<file path="src/rtl/ldFmtPkg.sv">
package ldFmtPkg;

  // Load type codes; bit 2 set means unsigned, bits [1:0] give the size
  typedef enum logic [2:0] {
    LK_SBYTE = 3'd0,
    LK_SHALF = 3'd1,
    LK_SWORD = 3'd2,
    LK_DWORD = 3'd3,
    LK_UBYTE = 3'd4,
    LK_UHALF = 3'd5,
    LK_UWORD = 3'd6,
    LK_RSVD  = 3'd7
  } loadKind_e;

  // Size selector: 0 byte, 1 halfword, 2 word, 3 doubleword
  localparam int SIZE_SEL_W = 2;

  // Strobes from the control decoder to the datapath
  typedef struct packed {
    logic [SIZE_SEL_W-1:0] sizeSel;
    logic                  signExt;
    logic                  nanBox;
    logic                  kill;
  } fmtStrobe_t;

endpackage

</file>
<file path="src/rtl/ldFmtCtrl.sv">
module ldFmtCtrl
  import ldFmtPkg::*;
(
  input  logic [2:0]  loadType,
  input  logic        fpDest,
  output fmtStrobe_t  stb
);

  always_comb begin
    stb = '0;
    unique case (loadKind_e'(loadType))
      LK_SBYTE: begin stb.sizeSel = 2'd0; stb.signExt = 1'b1; end
      LK_SHALF: begin stb.sizeSel = 2'd1; stb.signExt = 1'b1; end
      LK_SWORD: begin
        stb.sizeSel = 2'd2;
        // floating-point target replaces the sign fill by a ones fill
        stb.signExt = ~fpDest;
        stb.nanBox  = fpDest;
      end
      LK_DWORD: begin stb.sizeSel = 2'd3; end
      LK_UBYTE: begin stb.sizeSel = 2'd0; end
      LK_UHALF: begin stb.sizeSel = 2'd1; end
      LK_UWORD: begin stb.sizeSel = 2'd2; end
      default:  begin stb.kill = 1'b1; end
    endcase
  end

endmodule

</file>
<file path="src/rtl/ldFmtPath.sv">
module ldFmtPath
  import ldFmtPkg::*;
#(
  parameter int DATA_W = 64
) (
  input  logic              clk,
  input  logic              rstN,
  input  logic              validIn,
  input  logic [DATA_W-1:0] dataIn,
  input  logic [2:0]        addrLow,
  input  fmtStrobe_t        stb,
  output logic              validOut,
  output logic [DATA_W-1:0] resultOut
);

  localparam int SIZES = SIZE_SEL_W ** 2;

  logic [DATA_W-1:0] shifted;
  logic [DATA_W-1:0] cand [SIZES];
  logic [DATA_W-1:0] nextResult;

  // Lane shift: offset k moves byte k to byte 0
  assign shifted = dataIn >> {addrLow, 3'b000};

  // One widened candidate per access size
  for (genvar s = 0; s < SIZES; s++) begin : gSize
    localparam int LANE_W = 8 << s;
    if (LANE_W >= DATA_W) begin : gFull
      assign cand[s] = shifted;
    end else begin : gPart
      logic fill;
      assign fill    = stb.nanBox | (stb.signExt & shifted[LANE_W-1]);
      assign cand[s] = {{(DATA_W-LANE_W){fill}}, shifted[LANE_W-1:0]};
    end
  end

  assign nextResult = stb.kill ? '0 : cand[stb.sizeSel];

  always_ff @(posedge clk) begin
    if (!rstN) begin
      validOut  <= 1'b0;
      resultOut <= '0;
    end else begin
      validOut <= validIn;
      if (validIn) resultOut <= nextResult;
    end
  end

  assert_valid_follow_R10: assert property (@(posedge clk) disable iff (!rstN)
    validIn |=> validOut);
  assert_valid_drop_R10: assert property (@(posedge clk) disable iff (!rstN)
    !validIn |=> !validOut);
  assert_hold_idle_R12: assert property (@(posedge clk) disable iff (!rstN)
    !validIn |=> $stable(resultOut));
  assert_kill_zero_R8: assert property (@(posedge clk) disable iff (!rstN)
    (validIn && stb.kill) |=> (resultOut == '0));
  assert_nanbox_ones_R5: assert property (@(posedge clk) disable iff (!rstN)
    (validIn && stb.nanBox && !stb.kill && stb.sizeSel == 2'd2)
      |=> (resultOut[DATA_W-1:32] == '1));
  assert_zext_byte_R7: assert property (@(posedge clk) disable iff (!rstN)
    (validIn && !stb.kill && !stb.signExt && !stb.nanBox && stb.sizeSel == 2'd0)
      |=> (resultOut[DATA_W-1:8] == '0));

endmodule

</file>
<file path="src/rtl/loadResultFormat.sv">
module loadResultFormat
  import ldFmtPkg::*;
#(
  parameter int DATA_W = 64
) (
  input  logic              clk,
  input  logic              rstN,
  input  logic              validIn,
  input  logic [DATA_W-1:0] dataIn,
  input  logic [2:0]        addrLow,
  input  logic [2:0]        loadType,
  input  logic              fpDest,
  output logic              validOut,
  output logic [DATA_W-1:0] resultOut
);

  fmtStrobe_t stb;

  ldFmtCtrl uCtrl (
    .loadType (loadType),
    .fpDest   (fpDest),
    .stb      (stb)
  );

  ldFmtPath #(.DATA_W(DATA_W)) uPath (
    .clk       (clk),
    .rstN      (rstN),
    .validIn   (validIn),
    .dataIn    (dataIn),
    .addrLow   (addrLow),
    .stb       (stb),
    .validOut  (validOut),
    .resultOut (resultOut)
  );

endmodule

</file>
<file path="config.mk">
export PLATFORM = sky130hd
export DESIGN_NAME = loadResultFormat
export DESIGN_NICKNAME = d
export VERILOG_FILES = /design/src/rtl/ldFmtPkg.sv /design/src/rtl/ldFmtCtrl.sv /design/src/rtl/ldFmtPath.sv /design/src/rtl/loadResultFormat.sv
export SDC_FILE = /design/constraint.sdc
export NUM_CORES = 1
export LEC_CHECK = 0
export BUFFER_PORTS_ARGS = -buffer_cell sky130_fd_sc_hd__buf_2
export CAP_MARGIN = 20
export CORE_MARGIN = 4
export CORE_UTILIZATION = 54
export CTS_BUF_LIST = sky130_fd_sc_hd__clkbuf_8
export DETAILED_ROUTE_END_ITERATION = 8
export PLACE_DENSITY_LB_ADDON = 0.2
export SLEW_MARGIN = 20
export SYNTH_ARGS = -nofsm -noshare
export SYNTH_HDL_FRONTEND = slang
export SYNTH_SLANG_ARGS = --single-unit
</file>
<file path="constraint.sdc">
create_clock -name clk -period 2.95 [get_ports clk]
set_input_delay 0.295 -clock clk [delete_from_list [all_inputs] [get_ports clk]]
set_output_delay 0.295 -clock clk [all_outputs]
set_load 0.02 [all_outputs]
</file>
==> reports/results.tsv <==
metric	value	unit
status	complete, no violations	
grt_start_max_net_pins	98	
cts_setup_buffers	0	
h-tree-depth	3	
startpoint	loadType[0]	
synth_xor_area_share	0	%
cp-end-kind	register	
ioPinCount	139	
dp_hpwl	11.1	mm
core	8680	sq um
path_clk_slew	0.07	ns
avgSynthCellArea	8.34	sq um
p_leak	2.35	nW
place_congestion	0.898	
timing.hold.ws	0.391	ns
utilization	65.1	%
cp_cell_sequence	buf_2, inv_1, ha_1, o41ai_2, a21oi_2, o21ai_4, buf_12, a221oi_1	
die-area	10400	sq um
syn_to_final_growth	18.4	%
synth_top_family_by_area	compound AO/OA/AOI/OAI gates	
synth-async-reset-ratio	0	%
io_buffers	138	
rows	34	
drt_iter0_drc	347	
required	3.15	ns
fin_crit	2.15	ns
gr-usage-all-layers	28.5	%
synth_area_leaders	dfxtp_1, mux2i_1, o21ai_0, mux4_2, a221oi_2	
cp-start-kind	input pin	
fillCellCount	746	
synth-seq-cells	65	
synthAdderAreaFrac	1.05	%
ctsResizeCount	0	
synth-compound-area-share	32.1	%
grt_pass1_vias	4549	
yosysTopAreaCellShare	27.3	%
finalSetupViolations	0	
reg2reg_slack	2.12	ns
insertion_delay	0.34	ns
synth_edf_count	0	
ys_top_cells_by_count	o21ai_0, dfxtp_1, nand2_1, a21oi_1, clkbuf_1	
final_nets	751	
syn_inst	572	
crit_slowest_cell	o41ai_2	
grt_pass1_wl	23.4	mm
fin_tns_setup	0	ns
ys.flop_type	dfxtp_1	
diodes	0	
synthesis.nets	650	
rsz0062_at_grt	no	
yosysUniqueCellTypes	40	
cp_max_fo	48	
r2r-start	uPath.resultOut[40]	
ctsHoldBuffers	0	
seq_area_frac_synth	27.3	%
wl	15.1	mm
clock_path_buffers	2	
slowest_delay	0.70	ns
syn_area	4770	sq um
max_freq	465	MHz
die_y	102	um
dpl.cell_count	770	
floorplan.initialDensity	55.0	%
numCtsBuffers	9	
power_density	445	nW/um^2
maxCapViolations	0	
hold_path.class	in2reg	
viasPerCell	6.33	
hold_violations	0	
drc_errors	0	
tightest_slew	0.701	ns
yosys_warnings	0	
antenna_found_initial	0	
root_buffer	clkbuf_8	
cp.arrival	2.35	ns
cts_tree	yes	
overflow	0	
yosys.cell_count.top_type	o21ai_0	
vias	4966	
synth_top_cell_by_area	dfxtp_1	
period_share	72.8	%
ant_nets	0	
synthSimpleGateAreaFrac	15.6	%
power.total	2.52	mW
clock-sinks	65	
wl_per_cell	19.2	um
worst_clock_skew	0	ns
slew_headroom	52.8	%
worst-setup-path-type	in2reg	
min_from	dataIn[63]	
drv_slew	0	
vdd.ir_drop.worst	224	uV
layout-drive-gt1-share	32.5	%
dr.pass1.iters	5	
die_x	102	um
fin_cells	785	
synthMuxAreaShare	17.8	%
where the power goes:
group          total [mW]  leakage [nW]  switching, mW  internal [mW]
combinational       0.792          1.73          0.486          0.307
sequential          0.980         0.531         0.0405          0.939
clock               0.744        0.0909          0.363          0.381
worst paths after layout:
| path | cells past startpoint | endpoint |
|---|---|---|
| max | 8 | uPath.resultOut[34] |
| min | 5 | uPath.resultOut[63] |
| max reg2reg | 2 | uPath.resultOut[40] |
| min reg2reg | 2 | uPath.resultOut[8] |
registers in the layout (all words and copies together), names as in the netlist:
name             cells
uPath.resultOut     64
uPath.validOut       1
layout make-up:
class                   instances  area (sq um)  area share [%]
clock buffers                   9           124            2.19
repair buffers                152           823            14.6
multi-input cells             441          3190            56.5
inverters                       4          15.0           0.266
flip-flops and latches         65          1300            23.0
well taps                     108           135            2.39
clock inverters                 6          60.1            1.06
layout by cell type (no fill, tap or decap), types with 15 or more instances in the layout:
cell type	Yosys	final
nor2b_1	19	19
nor2_1	24	24
a21oi_1	54	53
a221oi_2	20	20
nand2_1	59	59
mux2i_1	40	40
dfxtp_1	65	65
nand3_1	23	23
mux4_2	15	15
buf_2	11	137
and2_1	16	16
o21ai_0	69	69
critical path: cells and delay by family:
family                   cells  cell delay, ns
buffers and inverters        3            0.46
adder cells (fa/ha/maj)      1            0.28
AO/OA/AOI/OAI                4            1.29
cell families (layout without fill, tap and decap cells):
kind of cell / count (synthesis) / count (layout)
compound gates: 217 / 217
fa+ha+maj: 4 / 4
buf+inv: 66 / 171
flops: 65 / 65
mux: 65 / 65
simple gates: 155 / 155
per-layer routing:
layer / up-vias / track usage (%) / wire (um)
li1: 2344 / - / -
met1: 2311 / 40.5 / 6550
met2: 281 / 43.6 / 6900
met3: 30 / 4.44 / 1310
met4: 0 / 10.9 / 350
met5: - / 0 / 0
per-stage QoR:
stage	cell area, sq um	worst slack (ns)
6_report	5650	0.801
4_1_cts	5650	0.844
5_1_grt	5650	0.651
2_1_floorplan	4770	0.682
3_5_place_dp	5470	0.481
3_3_place_gp	5470	0.557
Power figures use the tool's default switching activity.
